===== src/rtl/dualch_pwm_pkg.sv =====
package dualch_pwm_pkg;

  typedef enum logic {
    DIR_UP   = 1'b0,
    DIR_DOWN = 1'b1
  } cnt_dir_e;

  typedef enum logic [1:0] {
    SEQ_IDLE = 2'd0,
    SEQ_HOLD = 2'd1
  } seq_state_e;

  typedef enum logic [1:0] {
    APPLY_NONE  = 2'd0,
    APPLY_OFF   = 2'd1,
    APPLY_REQ   = 2'd2,
    APPLY_PEND  = 2'd3
  } apply_sel_e;

endpackage


===== src/rtl/lpc_updown_counter.sv =====
module lpc_updown_counter
  import dualch_pwm_pkg::*;
#(
  parameter int W = 16
) (
  input  logic         clk,
  input  logic         rst,
  input  logic         clr,
  input  logic [W-1:0] top,
  output logic [W-1:0] cnt
);

  localparam logic [W-1:0] ONE  = W'(1);
  localparam logic [W-1:0] ZERO = '0;

  cnt_dir_e dir_q;

  always_ff @(posedge clk) begin
    if (rst || clr) begin
      cnt   <= ZERO;
      dir_q <= DIR_UP;
    end else if (dir_q == DIR_UP) begin
      if (cnt >= top) begin
        // peak reached: turn around
        dir_q <= DIR_DOWN;
        cnt   <= (cnt == ZERO) ? ZERO : cnt - ONE;
      end else begin
        cnt <= cnt + ONE;
      end
    end else begin
      if (cnt == ZERO) begin
        // valley reached: turn around
        dir_q <= DIR_UP;
        cnt   <= (top == ZERO) ? ZERO : ONE;
      end else begin
        cnt <= cnt - ONE;
      end
    end
  end

endmodule


===== src/rtl/lpc_cmp_out.sv =====
module lpc_cmp_out #(
  parameter int W = 16
) (
  input  logic         clk,
  input  logic         rst,
  input  logic [W-1:0] cnt,
  input  logic [W-1:0] cmp,
  input  logic [W-1:0] top,
  output logic         pwm
);

  logic active;
  logic full_on;
  logic below;

  always_comb begin
    active  = (cmp != '0);
    full_on = (cmp >= top);
    below   = (cnt < cmp);
  end

  always_ff @(posedge clk) begin
    if (rst) begin
      pwm <= 1'b0;
    end else begin
      pwm <= active && (full_on || below);
    end
  end

endmodule


===== src/rtl/lpc_req_seq.sv =====
module lpc_req_seq
  import dualch_pwm_pkg::*;
#(
  parameter int CW       = 16,
  parameter int FW       = 8,
  parameter int TOP_INIT = 255,
  parameter int GUARD    = 32
) (
  input  logic          clk,
  input  logic          rst,
  input  logic          req_valid,
  output logic          req_ready,
  input  logic [CW-1:0] req_duty_a,
  input  logic [CW-1:0] req_duty_b,
  input  logic [FW-1:0] req_duty_f,
  input  logic [CW-1:0] req_top,
  input  logic [CW-1:0] cnt_now,
  output logic [CW-1:0] cmp_a,
  output logic [CW-1:0] cmp_b,
  output logic [FW-1:0] cmp_f,
  output logic [CW-1:0] top_q,
  output logic          en_a,
  output logic          en_b,
  output logic          cnt_clr
);

  localparam logic [CW-1:0] TOP_RST = CW'(TOP_INIT);
  localparam logic [CW-1:0] GUARD_V = CW'(GUARD);

  function automatic logic [CW-1:0] hold_limit(input logic [CW-1:0] t);
    return (t >= GUARD_V) ? (t - GUARD_V) : '0;
  endfunction

  seq_state_e    state_q;
  logic [CW-1:0] pend_a;
  logic [CW-1:0] pend_b;
  logic [FW-1:0] pend_f;
  logic [CW-1:0] pend_top;

  logic          accept;
  logic          req_off;
  logic          lit;
  logic          safe_req;
  logic          safe_pend;
  logic          go_hold;
  apply_sel_e    sel;

  always_comb begin
    req_ready = (state_q == SEQ_IDLE);
    accept    = req_valid && req_ready;
    req_off   = (req_duty_a == '0) && (req_duty_b == '0) && (req_duty_f == '0);
    lit       = (cmp_a != '0) || (cmp_b != '0) || (cmp_f != '0);
    safe_req  = (cnt_now <= hold_limit(req_top));
    safe_pend = (cnt_now <= hold_limit(pend_top));
    sel       = APPLY_NONE;
    cnt_clr   = 1'b0;
    go_hold   = 1'b0;
    if (accept) begin
      if (req_off) begin
        sel     = APPLY_OFF;
        cnt_clr = 1'b1;
      end else if (!lit) begin
        sel     = APPLY_REQ;
        cnt_clr = 1'b1;
      end else if (safe_req) begin
        sel     = APPLY_REQ;
      end else begin
        go_hold = 1'b1;
      end
    end else if ((state_q == SEQ_HOLD) && safe_pend) begin
      sel = APPLY_PEND;
    end
  end

  always_ff @(posedge clk) begin
    if (rst) begin
      state_q <= SEQ_IDLE;
    end else if (go_hold) begin
      state_q <= SEQ_HOLD;
    end else if (sel == APPLY_PEND) begin
      state_q <= SEQ_IDLE;
    end
  end

  always_ff @(posedge clk) begin
    if (rst) begin
      pend_a   <= '0;
      pend_b   <= '0;
      pend_f   <= '0;
      pend_top <= TOP_RST;
    end else if (go_hold) begin
      pend_a   <= req_duty_a;
      pend_b   <= req_duty_b;
      pend_f   <= req_duty_f;
      pend_top <= req_top;
    end
  end

  always_ff @(posedge clk) begin
    if (rst) begin
      cmp_a <= '0;
      cmp_b <= '0;
      cmp_f <= '0;
      top_q <= TOP_RST;
      en_a  <= 1'b0;
      en_b  <= 1'b0;
    end else begin
      unique case (sel)
        APPLY_OFF: begin
          cmp_a <= '0;
          cmp_b <= '0;
          cmp_f <= '0;
          top_q <= TOP_RST;
          en_a  <= 1'b0;
          en_b  <= 1'b0;
        end
        APPLY_REQ: begin
          cmp_a <= req_duty_a;
          cmp_b <= req_duty_b;
          cmp_f <= req_duty_f;
          top_q <= req_top;
          en_a  <= (req_duty_a != '0);
          en_b  <= (req_duty_b != '0);
        end
        APPLY_PEND: begin
          cmp_a <= pend_a;
          cmp_b <= pend_b;
          cmp_f <= pend_f;
          top_q <= pend_top;
          en_a  <= (pend_a != '0);
          en_b  <= (pend_b != '0);
        end
        default: begin
        end
      endcase
    end
  end

endmodule


===== src/rtl/dualch_pwm_ctrl.sv =====
module dualch_pwm_ctrl #(
  parameter int CNT_W    = 16,
  parameter int FET_W    = 8,
  parameter int TOP_INIT = 255,
  parameter int GUARD    = 32
) (
  input  logic             clk,
  input  logic             rst,
  input  logic             req_valid,
  output logic             req_ready,
  input  logic [CNT_W-1:0] req_duty_a,
  input  logic [CNT_W-1:0] req_duty_b,
  input  logic [FET_W-1:0] req_duty_fet,
  input  logic [CNT_W-1:0] req_top,
  output logic             pwm_a,
  output logic             pwm_b,
  output logic             pwm_fet,
  output logic             amp_en_a,
  output logic             amp_en_b
);

  localparam int              N_LIN   = 2;
  localparam logic [FET_W-1:0] FET_TOP = {FET_W{1'b1}};

  logic [CNT_W-1:0] lin_cnt;
  logic [FET_W-1:0] fet_cnt;
  logic [CNT_W-1:0] top_q;
  logic [CNT_W-1:0] cmp_a_q;
  logic [CNT_W-1:0] cmp_b_q;
  logic [FET_W-1:0] cmp_f_q;
  logic             cnt_clr;
  logic [CNT_W-1:0] lin_cmp [N_LIN];
  logic             lin_pwm [N_LIN];

  lpc_req_seq #(
    .CW       (CNT_W),
    .FW       (FET_W),
    .TOP_INIT (TOP_INIT),
    .GUARD    (GUARD)
  ) u_seq (
    .clk        (clk),
    .rst        (rst),
    .req_valid  (req_valid),
    .req_ready  (req_ready),
    .req_duty_a (req_duty_a),
    .req_duty_b (req_duty_b),
    .req_duty_f (req_duty_fet),
    .req_top    (req_top),
    .cnt_now    (lin_cnt),
    .cmp_a      (cmp_a_q),
    .cmp_b      (cmp_b_q),
    .cmp_f      (cmp_f_q),
    .top_q      (top_q),
    .en_a       (amp_en_a),
    .en_b       (amp_en_b),
    .cnt_clr    (cnt_clr)
  );

  lpc_updown_counter #(.W(CNT_W)) u_lin_cnt (
    .clk (clk),
    .rst (rst),
    .clr (cnt_clr),
    .top (top_q),
    .cnt (lin_cnt)
  );

  lpc_updown_counter #(.W(FET_W)) u_fet_cnt (
    .clk (clk),
    .rst (rst),
    .clr (1'b0),
    .top (FET_TOP),
    .cnt (fet_cnt)
  );

  always_comb begin
    lin_cmp[0] = cmp_a_q;
    lin_cmp[1] = cmp_b_q;
  end

  for (genvar g = 0; g < N_LIN; g++) begin : g_lin
    lpc_cmp_out #(.W(CNT_W)) u_cmp (
      .clk (clk),
      .rst (rst),
      .cnt (lin_cnt),
      .cmp (lin_cmp[g]),
      .top (top_q),
      .pwm (lin_pwm[g])
    );
  end

  lpc_cmp_out #(.W(FET_W)) u_fet_cmp (
    .clk (clk),
    .rst (rst),
    .cnt (fet_cnt),
    .cmp (cmp_f_q),
    .top (FET_TOP),
    .pwm (pwm_fet)
  );

  always_comb begin
    pwm_a = lin_pwm[0];
    pwm_b = lin_pwm[1];
  end

endmodule


===== config.mk =====
export PLATFORM = sky130hd
export DESIGN_NAME = dualch_pwm_ctrl
export DESIGN_NICKNAME = d
export VERILOG_FILES = /design/src/rtl/dualch_pwm_pkg.sv /design/src/rtl/lpc_updown_counter.sv /design/src/rtl/lpc_cmp_out.sv /design/src/rtl/lpc_req_seq.sv /design/src/rtl/dualch_pwm_ctrl.sv
export SDC_FILE = /design/constraint.sdc
export NUM_CORES = 1
export LEC_CHECK = 0
export BUFFER_PORTS_ARGS = -buffer_cell sky130_fd_sc_hd__buf_4
export CAP_MARGIN = 0
export CELL_PAD_IN_SITES_DETAIL_PLACEMENT = 1
export CELL_PAD_IN_SITES_GLOBAL_PLACEMENT = 1
export CORE_MARGIN = 5
export CORE_UTILIZATION = 48
export CTS_CLUSTER_SIZE = 16
export DETAILED_ROUTE_END_ITERATION = 7
export PLACE_DENSITY = 0.88
export SETUP_SLACK_MARGIN = 0.2
export SLEW_MARGIN = 0
export SYNTH_ARGS = -nofsm -noshare
export SYNTH_HDL_FRONTEND = slang
export SYNTH_HIERARCHICAL = 1
export SYNTH_SLANG_ARGS = --single-unit

===== constraint.sdc =====
create_clock -name clk -period 4.89 [get_ports clk]
set_clock_uncertainty 0.2 [all_clocks]
set_input_delay 0.978 -clock clk [delete_from_list [all_inputs] [get_ports clk]]
set_output_delay 0.978 -clock clk [all_outputs]
set_load 0.01 [all_outputs]

# ---- After elaboration in Yosys (flattened, before gate mapping)
# Cells that the tools add are included.
dict set report totals {
  ram_bits 0
  word_cells 105
  n_memories 0
  reg_bits 144
  latchBits 0
  in_bits 59
  romBits 0
  output_inout_bits 6
}
dict set report op_classes {
  n_div 0
  reduce_logical 29
  n_mul 0
  n_lt_le_gt_ge 12
  add_sub_neg 6
  n_bitwise 0
  eq_ne 3
  shifts 0
  n_mux 37
}
# cell count
set ops {}
lappend ops {{16-bit case mux with 3 select lines} 3}
lappend ops {{16-bit 2-to-1 mux} 6}
lappend ops {{16-bit nonzero test} 6}
lappend ops {{16-bit zero test} 4}
lappend ops {{16-bit >= comparator} 3}
lappend ops {{16-bit by 6-bit >= comparator with 1-bit output, second input constant} 2}
lappend ops {{16-bit <= comparator} 2}
lappend ops {{16-bit < comparator} 2}
lappend ops {{8-bit 2-to-1 mux} 4}
lappend ops {{16-bit by 6-bit subtractor with 16-bit output, second input constant} 2}
lappend ops {{8-bit case mux with 3 select lines} 1}
lappend ops {{16-bit by 1-bit adder with 16-bit output, second input constant} 1}
lappend ops {{8-bit >= comparator, second input constant} 2}
lappend ops {{8-bit zero test} 2}
lappend ops {{1-bit 2-to-1 mux} 16}
lappend ops {{16-bit by 1-bit subtractor with 16-bit output, second input constant} 1}
lappend ops {{2-bit 2-to-1 mux} 5}
lappend ops {{8-bit by 1-bit adder with 8-bit output, second input constant} 1}
lappend ops {{8-bit < comparator} 1}
lappend ops {{8-bit nonzero test} 1}
lappend ops {{8-bit by 1-bit subtractor with 8-bit output, second input constant} 1}
lappend ops {{1-bit logical AND} 7}
lappend ops {{1-bit logical OR} 6}
lappend ops {{1-bit case mux with 3 select lines} 2}
lappend ops {{other kinds (5)} 6}

# ---- Depth between registers and ports, before layout
# Gate-level depths: netlist of the first run.
dict set report depth {
  word_depth 10
  ltp_mapped 18
  depth_no_buf 16
}

# ---- Modules after synthesis
# The synthesis of the first run kept the hierarchy.
# module seq_area_each_um2 n_inst cells_each area_each_um2
set modules_own_cells {}
lappend modules_own_cells {lpc_req_seq 2302.2 1 676 6274.8}
lappend modules_own_cells {{lpc_cmp_out (g_lin[0].u_cmp ...)} 20.0 2 112 845.8}
lappend modules_own_cells {{lpc_updown_counter (u_lin_cnt)} 340.3 1 202 1664.1}
lappend modules_own_cells {{lpc_updown_counter (u_fet_cnt)} 180.2 1 103 844.6}
lappend modules_own_cells {{lpc_cmp_out (u_fet_cmp)} 20.0 1 55 421.7}
lappend modules_own_cells {dualch_pwm_ctrl 0.0 1 2 7.5}

# ---- Worst setup path before layout of the first run
# Ideal clock, no wire load.
dict set report synth_timing {
  path_type {in2reg}
  start {in req_top[7]}
  end {reg u_seq.top_q[3]}
  arrival_time_ps 4239
  setup_time_ps 122
  t_required_ps 4568
  slack_ps 329
  path_stages 15
  n_path_buf 3
  cell_sequence {clkbuf_1 nor4_1 a2111oi_0 nand2_1 clkbuf_1 nand2_1 ha_1 a21oi_1 o21ai_0 a221o_1 a211oi_4 o31a_2 buf_6 nor2_1 a221o_1}
}
dict set report synth_via {
  elab_chain_cells 9
  elab_cells_between_ends 13
  cone_classes {1 x add/sub; 2 x order compare; 3 x eq/ne; 6 x mux; 1 x reduce/logical}
}
# item line
set synth_lines {}
lappend synth_lines {{from (decl)} dualch_pwm_ctrl.sv:14} ;# input logic [CNT_W-1:0] req_top,
lappend synth_lines {{16-bit by 6-bit subtractor with 16-bit output / 16-bit by 6-bit >= comparator with 1-bit output (equally long branches)} lpc_req_seq.sv:31} ;# return (t >= GUARD_V) ? (t - GUARD_V) : '0;
lappend synth_lines {{16-bit 2-to-1 mux (*)} lpc_req_seq.sv:31}
lappend synth_lines {{16-bit <= comparator (*)} lpc_req_seq.sv:53} ;# safe_req = (cnt_now <= hold_limit(req_top));
lappend synth_lines {{2-bit 2-to-1 mux (*)} lpc_req_seq.sv:65} ;# end else if (safe_req) begin
lappend synth_lines {{2-bit 2-to-1 mux (*)} lpc_req_seq.sv:62} ;# end else if (!lit) begin
lappend synth_lines {{2-bit 2-to-1 mux (*)} lpc_req_seq.sv:59} ;# if (req_off) begin
lappend synth_lines {{2-bit 2-to-1 mux (*)} lpc_req_seq.sv:58} ;# if (accept) begin
lappend synth_lines {{2-bit == test / 2-bit by 1-bit == test with 1-bit output (equally long branches)} lpc_req_seq.sv:108} ;# unique case (sel)
lappend synth_lines {{16-bit case mux with 3 select lines / 3-bit nonzero test (equally long branches)} --}
lappend synth_lines {{to (signal assigned)} lpc_req_seq.sv:121} ;# top_q <= req_top;
lappend synth_lines {{to (signal assigned)} lpc_req_seq.sv:129} ;# top_q <= pend_top;
lappend synth_lines {{to (decl)} lpc_req_seq.sv:21} ;# output logic [CW-1:0] top_q,
# Every way passes the cells marked *; elsewhere a longest branch is shown, timed or not.
# A chain may end at the register's enable or synchronous reset.

# ---- Worst setup path in the final report of the first run
dict set report layout_timing {
  start {in req_top[5]}
  end {reg u_seq.cmp_a[3]}
}
dict set report layout_via {
  elab_chain_cells 9
  elab_cells_between_ends 13
  cone_classes {1 x add/sub; 2 x order compare; 3 x eq/ne; 6 x mux; 1 x reduce/logical}
}
# item line
set layout_lines {}
lappend layout_lines {{16-bit by 6-bit subtractor with 16-bit output / 16-bit by 6-bit >= comparator with 1-bit output (equally long branches)} lpc_req_seq.sv:31}
lappend layout_lines {{16-bit 2-to-1 mux (*)} lpc_req_seq.sv:31}
lappend layout_lines {{16-bit <= comparator (*)} lpc_req_seq.sv:53}
lappend layout_lines {{2-bit 2-to-1 mux (*)} lpc_req_seq.sv:65}
lappend layout_lines {{2-bit 2-to-1 mux (*)} lpc_req_seq.sv:62}
lappend layout_lines {{2-bit 2-to-1 mux (*)} lpc_req_seq.sv:59}
lappend layout_lines {{2-bit 2-to-1 mux (*)} lpc_req_seq.sv:58}
lappend layout_lines {{2-bit == test / 2-bit by 1-bit == test with 1-bit output (equally long branches)} lpc_req_seq.sv:108}
lappend layout_lines {{16-bit case mux with 3 select lines / 3-bit nonzero test (equally long branches)} --}
lappend layout_lines {{to (signal assigned)} lpc_req_seq.sv:118} ;# cmp_a <= req_duty_a;
lappend layout_lines {{to (signal assigned)} lpc_req_seq.sv:126} ;# cmp_a <= pend_a;
lappend layout_lines {{to (decl)} lpc_req_seq.sv:18} ;# output logic [CW-1:0] cmp_a,
# Marked as above.

==> results.json, run 1 <==
{
  "cts_buffer_depth": 2,
  "cts_setup_buffers": 0,
  "fillers": 2614,
  "ys_seq_area_share_pct": 26.44,
  "insertion_delay_ns": 0.44,
  "grt_pass1_vias": 11180,
  "crit_start": "req_top[5]",
  "hp-start": "u_fet_cnt/dir_q$_SDFF_PP0_",
  "nets": 1539,
  "crit_arrival_ns": 4.60,
  "via_per_inst": 6.498,
  "dpl.hpwl_um": 25320,
  "slew_headroom_pct": 19.17,
  "yosysMostFrequentCell": "dfxtp_1",
  "cp-end-kind": "register",
  "ys_dominant_reg_cell": "dfxtp_1",
  "io_pins": 65,
  "crit_type": "in2reg",
  "finalCritPeriodShare_pct": 91.57,
  "grt_pass1_wl_um": 60420,
  "htreeDepth": 4,
  "fin_ws_ns": 0.4124,
  "status": "finished, final reports clean",
  "synthCells": 1262,
  "cts_tree": "done",
  "vias": 10640,
  "cap_violations": 0,
  "synth-edff-count": 0,
  "cp-start-kind": "primary input",
  "yosysUniqueCellTypes": 81,
  "async_flop_share_pct": 0,
  "cp_max_fo": 44,
  "holdCritPathClass": "reg2reg",
  "pre_cts_ws_ns": -0.1865,
  "grt_antenna_before_repair": 0,
  "powerDensity_mw_per_mm2": 499.3,
  "worst_pin_slew_ns": 1.211,
  "n_antenna_cell": 0,
  "fmax_mhz": 223.3,
  "hold_viol": 0,
  "drtPass1Iterations": 6,
  "dieHeight_um": 160.7,
  "synth_top_area_share_pct": 26.44,
  "wl_um": 38690,
  "cp.required_ns": 5.01,
  "die_w_um": 160.7,
  "core_mm2": 0.02250,
  "drt-initial-drc-count": 932,
  "ys_seq_elements": 144,
  "slew_viol_final": 0,
  "start_util_pct": 48.46,
  "grt_max_degree": 85,
  "syn_area_per_cell_um2": 8.640,
  "setup_viol": 0,
  "syn_area_mm2": 0.01090,
  "gr-total-overflow": 0,
  "row_count": 55,
  "syn2layout_area_growth_pct": 14.07,
  "ant_nets": 0,
  "design.die.area_mm2": 0.02583,
  "path_clk_slew_ns": 0.07,
  "grt_usage_pct": 29.21,
  "ir_worst_vdd_v": 0.0003060,
  "drc": 0,
  "rsz0062_at_grt": "no",
  "yosysTopAreaCell": "dfxtp_1",
  "postCtsHoldBufs": 0,
  "port-buffer-count": 64,
  "yosysWarnings": 6,
  "cts_resized": 0,
  "r2r-start": "u_seq/pend_top[12]$_SDFFE_PP0P_",
  "yosys-top-cells-area": "dfxtp_1 26%, ha_1 16%, mux2i_1 5.2%",
  "drive_above_1_share_pct": 13.61,
  "clock-sinks": 144,
  "cts-buffers-inserted": 17,
  "clk_root_buffer_cell": "clkbuf_16",
  "wl_per_cell_um": 23.64,
  "whs_ns": 0.2903,
  "yosys-top-cells-count": "144 x dfxtp_1, 141 x ha_1, 120 x inv_1",
  "fin_crit_ns": 4.478,
  "p_leak_uw": 0.005495,
  "utilization_pct": 55.27,
  "gp_congestion": 0.9052
}
## metrics by stage
stage	setup TNS, ns	total power [uW]	cell area, um2	std cells
finish	0	6210	12440	1637
global route	0	6516	12440	1637
CTS	0	6141	12420	1637
detailed placement	-8.513	4620	11800	1605
global placement	-2.298	4470	11800	1605
floorplan	0	3728	10990	1286
## path summary, 6_finish.rpt
path                                      end  slack, ns  depth (start not counted)
setup / recovery  u_seq/cmp_a[3]$_SDFFE_PP0P_       0.41                         15
hold / removal     u_fet_cnt/dir_q$_SDFF_PP0_       0.29                          1
setup reg to reg  u_seq/cmp_a[3]$_SDFFE_PP0P_       0.42                         14
hold reg to reg    u_fet_cnt/dir_q$_SDFF_PP0_       0.29                          1
## cells by family after synthesis
family	count (synthesis)	synth area share [%]
adder cells (fa/ha/maj)	141	16.18
other	2	0.06887
buffers and inverters	176	7.068
XOR/XNOR	20	1.606
flip-flops	144	26.44
AO/OA/AOI/OAI	294	21.04
multiplexers	60	5.542
AND/OR/NAND/NOR	425	22.05
## placed cells by master, fill, tap and decap left out, drive strengths merged, types with 14 or more instances in the layout
cell type and count:
dfxtp 144, ha 141, inv 129, nor2 95, buf 89, nand2 87
o21a 65, mux2i 57, nor4 57, nor3b 55, a22o 51, a21oi 44
o21ai 34, nor3 31, conb 26, a211oi 26, nand4 19, clkbuf 17
nand3 16, xor2 14
## per-layer routing
metal	part of all wire (%)	wire (um)	up-vias	GRT usage [%]
met5	0	0	-	0
met4	4.9	1906	0	14.19
met3	6.4	2462	154	4.388
met2	48	18610	500	50.08
met1	41	15720	5201	35.88
li1	-	-	4782	-
## worst max-delay path, stage by stage
cell	delay, ns
buf_4	0.13
nor4_2	0.42
nand2_1	0.18
or3_1	0.37
nor3_1	0.18
a21oi_1	0.09
ha_1	0.34
a21oi_1	0.16
nand2_1	0.08
a221o_1	0.39
a211oi_4	0.34
o31a_2	0.31
buf_12	0.25
nor3b_1	0.08
o21a_1	0.22
## where the power goes
| group | total [uW] | switching [uW] | internal, uW |
|---|---|---|---|
| combinational | 3020 | 1730 | 1290 |
| clock | 1410 | 626 | 779 |
| sequential | 1780 | 408 | 1380 |
## sequential cells by signal (all words and copies together), names as in the netlist, 2 cells and up
signal	cells
g_lin.u_cmp/pwm	2
u_fet_cnt/cnt	8
u_lin_cnt/cnt	16
u_seq/cmp_a	16
u_seq/cmp_b	16
u_seq/cmp_f	8
u_seq/pend_a	16
u_seq/pend_b	16
u_seq/pend_f	8
u_seq/pend_top	16
u_seq/top_q	16
## layout make-up
type,instances,area (um2),share of cell area [%]
Clock buffer,17,425.4,3.420
Clock inverter,15,192.7,1.549
Inverter,121,454.2,3.652
Multi-Input combinational cell,966,7371,59.26
Sequential cell,144,2883,23.18
Tap cell,285,356.6,2.867
Timing Repair Buffer,89,755.7,6.076
Note: power is estimated with default switching activity, not from simulation.
==> run 2: changes to the inputs <==
Settings changed: CAP_MARGIN 0 to 5.
Clock period 4.89 ns to 4.36 ns, I/O delays scaled along.
==> results.json, run 2 (same netlist as run 1, synthesis figures left out) <==
{
  "status": "finished, final reports clean",
  "tns_ns": 0,
  "wl_per_cell_um": 27.96,
  "ir_worst_vdd_v": 0.0002855,
  "hold_depth": 1,
  "fmax_mhz": 232.7,
  "slew_viol_final": 0,
  "n_antenna_cell": 0,
  "drc": 0,
  "dpl-instance-area_mm2": 0.01190,
  "min_to": "u_fet_cnt/dir_q$_SDFF_PP0_",
  "cts_buffer_depth": 2,
  "via_per_inst": 6.913,
  "combinationalPowerShare_pct": 53.9,
  "cap_violations": 0,
  "finalCritPeriodShare_pct": 98.58,
  "cp-end-kind": "register",
  "cell_internal_pwr_uw": 4095,
  "total_power_uw": 7711,
  "syn2layout_area_growth_pct": 19.39,
  "final_cell_mix": "144 x dfxtp_1, 138 x ha_1, 118 x inv_1",
  "whs_ns": 0.3014,
  "reg2reg_slack_ns": 0.06,
  "holdCritPathClass": "reg2reg",
  "rr_worst_depth": 13,
  "drive_above_1_share_pct": 18.04,
  "core_mm2": 0.02250,
  "grt_pass1_vias": 11670,
  "cts_tree": "done",
  "grt_usage_pct": 30.80,
  "hp-start": "u_fet_cnt/dir_q$_SDFF_PP0_",
  "cts-buffers-inserted": 17,
  "cp.required_ns": 4.47,
  "worstReg2RegEnd": "u_seq/top_q[2]$_SDFFE_PP1P_",
  "rsz0062_at_grt": "yes",
  "path_clk_slew_ns": 0.07,
  "pwr-share-seq_pct": 26.3,
  "powerDensity_mw_per_mm2": 592.3,
  "gr-total-overflow": 0,
  "slew_headroom_pct": 18.65,
  "hold_viol": 0,
  "cp-start-kind": "register",
  "grt_max_degree": 65,
  "power.net_switching_uw": 3616,
  "drt-initial-drc-count": 1242,
  "die_w_um": 160.7,
  "utilization_pct": 57.85,
  "wl_um": 46710,
  "io_pins": 65,
  "clk_root_buffer_cell": "clkbuf_16",
  "fillers": 2571,
  "gp_congestion": 0.8882,
  "p_clk_share_pct": 19.8,
  "final_common_cell": "dfxtp_1",
  "cp_max_fo": 7,
  "r2r-start": "u_seq/pend_top[12]$_SDFFE_PP0P_",
  "design.die.area_mm2": 0.02583,
  "ant_nets": 0,
  "final_cell_area_mm2": 0.01302,
  "crit_type": "reg2reg",
  "vias": 11550,
  "insertion_delay_ns": 0.44,
  "setup_viol": 0,
  "port-buffer-count": 64,
  "fin_crit_ns": 4.298,
  "dpl.hpwl_um": 26380,
  "worst_pin_slew_ns": 1.219,
  "grt_pass1_wl_um": 63500,
  "htreeDepth": 4,
  "drtPass1Iterations": 5,
  "grt_antenna_before_repair": 1,
  "p_sw_share_pct": 46.90,
  "start_util_pct": 48.46,
  "nets": 1573,
  "dieHeight_um": 160.7,
  "p_leak_uw": 0.005694,
  "row_count": 55,
  "clock-sinks": 144,
  "crit_arrival_ns": 4.41
}
==> run 2: changes by cell type in the layout (fill, tap and decap cells not counted), moves of 4 or more <==
cell     previous run  this run
buf_4              82       101
buf_6               0         6
nor4_1             53        47
o22ai_1             6         2
o22ai_2             0         4
==> run 2: power groups by stage <==
stage / Sequential (uW) / Clock (uW) / Combinational [uW]
floorplan: 1810 / 0 / 2370
global placement: 1980 / 0 / 3090
detailed placement: 1990 / 0 / 3310
CTS: 1980 / 1500 / 3640
global route: 2030 / 1580 / 4350
finish: 2030 / 1530 / 4160
==> run 2: worst max-delay path by stage <==
stage / from / endpoint
after floorplan: req_top[7] / u_seq/top_q[3]$_SDFFE_PP1P_
after global placement: req_top[0] / u_seq/pend_top[2]$_SDFFE_PP1P_
after detailed placement: req_top[5] / u_seq/pend_b[8]$_SDFFE_PP0P_
after CTS: u_seq/pend_top[6]$_SDFFE_PP1P_ / u_seq/top_q[7]$_SDFFE_PP1P_
after global routing: req_top[5] / u_seq/pend_top[11]$_SDFFE_PP0P_
final: u_seq/pend_top[12]$_SDFFE_PP0P_ / u_seq/top_q[2]$_SDFFE_PP1P_
==> run 2: critical path: stages (launching register included) <==
cell and delay [ns]:
dfxtp_1 0.39, or3_1 0.53, a211oi_4 0.28, nand3_2 0.25, nand2_1 0.16, ha_1 0.28
a21oi_1 0.29, nor3_1 0.11, or4_4 0.57, a211oi_4 0.30, buf_6 0.16, o21a_4 0.19
nor2_1 0.08, a221o_1 0.38
==> run 2: area by class of cell <==
| type | instances | area (um2) | area share [%] |
|---|---|---|---|
| Multi-Input combinational cell | 968 | 7635 | 58.65 |
| Sequential cell | 144 | 2883 | 22.14 |
| Timing Repair Buffer | 121 | 1114 | 8.554 |
| Inverter | 121 | 454.2 | 3.489 |
| Clock buffer | 18 | 429.2 | 3.297 |
| Tap cell | 285 | 356.6 | 2.739 |
| Clock inverter | 14 | 147.6 | 1.134 |
==> run 2: per-stage QoR <==
stage / setup WS [ns] / instances
floorplan: 0.2098 / 1286
global placement: -0.09463 / 1619
detailed placement: -0.2126 / 1619
CTS: 0.1969 / 1659
global route: -0.0008029 / 1671
finish: 0.06195 / 1671
==> run 2: what timing repair did <==
item	in CTS	in global routing
hold buffers	0	0
pin swaps	3	11
buffers inserted	5	8
gates cloned	3	4
endpoints found under the setup margin	94	114
resized for setup	20	44
==> run 2: routing by layer <==
layer  GRT usage [%]  up-vias  part of all wire [%]
li1                -     4840                     -
met1           37.04     5666                    38
met2           52.61      762                    47
met3           4.901      282                   7.8
met4           16.87        2                   7.2
met5               0        -                 0.028
==> run 3: changes to the inputs <==
--- a/config.mk
+++ b/config.mk
@@ -13,3 +13,2 @@
 export CORE_UTILIZATION = 48
-export CTS_CLUSTER_SIZE = 16
 export DETAILED_ROUTE_END_ITERATION = 7
@@ -17,2 +16,3 @@
 export SETUP_SLACK_MARGIN = 0.2
+export SKIP_LAST_GASP = 1
 export SLEW_MARGIN = 0
==> constraint.sdc (replaced) <==
create_clock -name clk -period 4.36 [get_ports clk]
set_clock_uncertainty 0.2 [all_clocks]
set_input_delay 0.218 -clock clk [delete_from_list [all_inputs] [get_ports clk]]
set_output_delay 0.218 -clock clk [all_outputs]
set_load 0.01 [all_outputs]
==> results.json, run 3 (same netlist as run 1, synthesis figures left out) <==
{
  "dpl-instance-area_mm2": 0.01177,
  "drtPass1Iterations": 5,
  "pwr-share-seq_pct": 27.3,
  "grt_max_degree": 65,
  "cts_tree": "done",
  "crit_arrival_ns": 4.40,
  "io_pins": 65,
  "hold_viol": 0,
  "fillers": 2558,
  "cts_buffer_depth": 2,
  "cp-end-kind": "register",
  "grt_pass1_vias": 11920,
  "p_leak_uw": 0.005792,
  "power.net_switching_uw": 3415,
  "cap_violations": 0,
  "rsz0062_at_grt": "no",
  "gr-total-overflow": 0,
  "reg2reg_slack_ns": 0.03,
  "crit_type": "reg2reg",
  "worstReg2RegEnd": "u_seq/top_q[1]$_SDFFE_PP1P_",
  "grt_antenna_before_repair": 0,
  "n_antenna_cell": 0,
  "drive_above_1_share_pct": 14.85,
  "cp_max_fo": 9,
  "path_clk_slew_ns": 0.07,
  "cts-buffers-inserted": 17,
  "drt-initial-drc-count": 1269,
  "row_count": 55,
  "final_cell_area_mm2": 0.01318,
  "wl_um": 45890,
  "min_to": "u_seq/top_q[6]$_SDFFE_PP1P_",
  "final_cell_mix": "144 x dfxtp_1, 139 x ha_1, 119 x inv_1",
  "hold_depth": 3,
  "cp-start-kind": "register",
  "combinationalPowerShare_pct": 51.8,
  "cp.required_ns": 4.42,
  "status": "finished, final reports clean",
  "vias": 11610,
  "slew_headroom_pct": 15.19,
  "fin_ws_ns": 0.02874,
  "final_common_cell": "dfxtp_1",
  "p_sw_share_pct": 46.19,
  "via_per_inst": 6.808,
  "clock-sinks": 144,
  "design.die.area_mm2": 0.02583,
  "die_w_um": 160.7,
  "core_mm2": 0.02250,
  "start_util_pct": 48.46,
  "setup_viol": 0,
  "total_power_uw": 7394,
  "dpl.hpwl_um": 26230,
  "holdCritPathClass": "in2reg",
  "finalCritPeriodShare_pct": 99.34,
  "port-buffer-count": 64,
  "grt_usage_pct": 31.66,
  "r2r-start": "u_seq/pend_top[5]$_SDFFE_PP1P_",
  "pre_cts_ws_ns": 0.1513,
  "dieHeight_um": 160.7,
  "fmax_mhz": 230.9,
  "rr_worst_depth": 12,
  "insertion_delay_ns": 0.45,
  "fin_crit_ns": 4.331,
  "hp-start": "req_top[6]",
  "htreeDepth": 4,
  "worst_pin_slew_ns": 1.270,
  "wl_per_cell_um": 26.90,
  "cell_internal_pwr_uw": 3978,
  "tns_ns": 0,
  "whs_ns": 0.03766,
  "clk_root_buffer_cell": "clkbuf_16",
  "grt_pass1_wl_um": 65430,
  "syn2layout_area_growth_pct": 20.91,
  "ir_worst_vdd_v": 0.0002971,
  "drc": 0,
  "ant_nets": 0,
  "gp_congestion": 0.8629,
  "powerDensity_mw_per_mm2": 560.8,
  "p_clk_share_pct": 20.9,
  "slew_viol_final": 0,
  "nets": 1608
}
run 3: cell types whose count changed in the layout (fill, tap and decap cells not counted), moves of 3 or more:
cell	change
buf_8	-3
dlygate4sd3_1	+56
nor4_4	-3
nor4_2	-4
o22ai_2	-4
buf_4	-8
o22ai_1	+4
buf_6	-6
nor4_1	+7
run 3: per-stage QoR:
stage / utilization (%) / cells
floorplan: - / 1286
global placement: 52.30 / 1604
detailed placement: 52.30 / 1604
CTS: 57.44 / 1692
global route: 58.59 / 1706
finish: 58.59 / 1706
run 3: how the worst max path moves through the flow:
stage	end	slack, ns	cells after the start	startpoint
floorplan	u_seq/top_q[3]$_SDFFE_PP1P_	0.56	15	req_top[7]
global placement	u_seq/pend_top[7]$_SDFFE_PP1P_	0.38	16	req_top[5]
detailed placement	u_seq/top_q[3]$_SDFFE_PP1P_	0.15	14	req_top[5]
CTS	u_seq/top_q[10]$_SDFFE_PP0P_	0.24	17	u_seq/pend_top[5]$_SDFFE_PP1P_
global route	u_seq/top_q[6]$_SDFFE_PP1P_	0.03	13	u_seq/pend_top[7]$_SDFFE_PP1P_
finish	u_seq/top_q[1]$_SDFFE_PP1P_	0.03	12	u_seq/pend_top[5]$_SDFFE_PP1P_
run 3: power groups by stage:
stage	Sequential [uW]	Clock [uW]	Combinational [uW]
after floorplan	1810	0	2370
after global routing	2030	1610	4040
final	2020	1540	3830
after CTS	1970	1540	3350
after global placement	1980	0	3010
after detailed placement	1990	0	3210
run 3: cell type report:
cell class | count | area [um2] | share of cell area [%]
Inverter | 121 | 454.2 | 3.445
Clock buffer | 17 | 425.4 | 3.227
Clock inverter | 15 | 165.2 | 1.253
Timing Repair Buffer | 157 | 1436 | 10.89
Multi-Input combinational cell | 967 | 7463 | 56.61
Tap cell | 285 | 356.6 | 2.705
Sequential cell | 144 | 2883 | 21.87
run 3: per-layer routing:
| metal | wire length (um) | part of all wire [%] | GRT usage, % |
|---|---|---|---|
| met2 | 21650 | 47 | 55.60 |
| met3 | 3901 | 8.5 | 5.440 |
| met5 | 0 | 0 | 0 |
| met1 | 16980 | 37 | 36.76 |
| met4 | 3354 | 7.3 | 16.87 |
run 3: what timing repair did:
action	in CTS	in global routing
resized for setup	1	24
gates cloned	0	3
endpoints found under the setup margin	29	114
hold endpoints to repair	109	0
hold buffers	56	0
setup buffers	0	11
pin swaps	0	5
run 3: worst max-delay path, cell delays in order, from the launching register on:
cell      delay, ns
dfxtp_1        0.44
inv_2          0.10
nor4_1         0.49
a211oi_2       0.19
nand3_2        0.21
buf_4          0.21
nand2_1        0.07
ha_1           0.28
nand4_1        0.18
nor4_1         0.86
o21ai_1        0.41
o22ai_1        0.36
o21ai_1        0.14
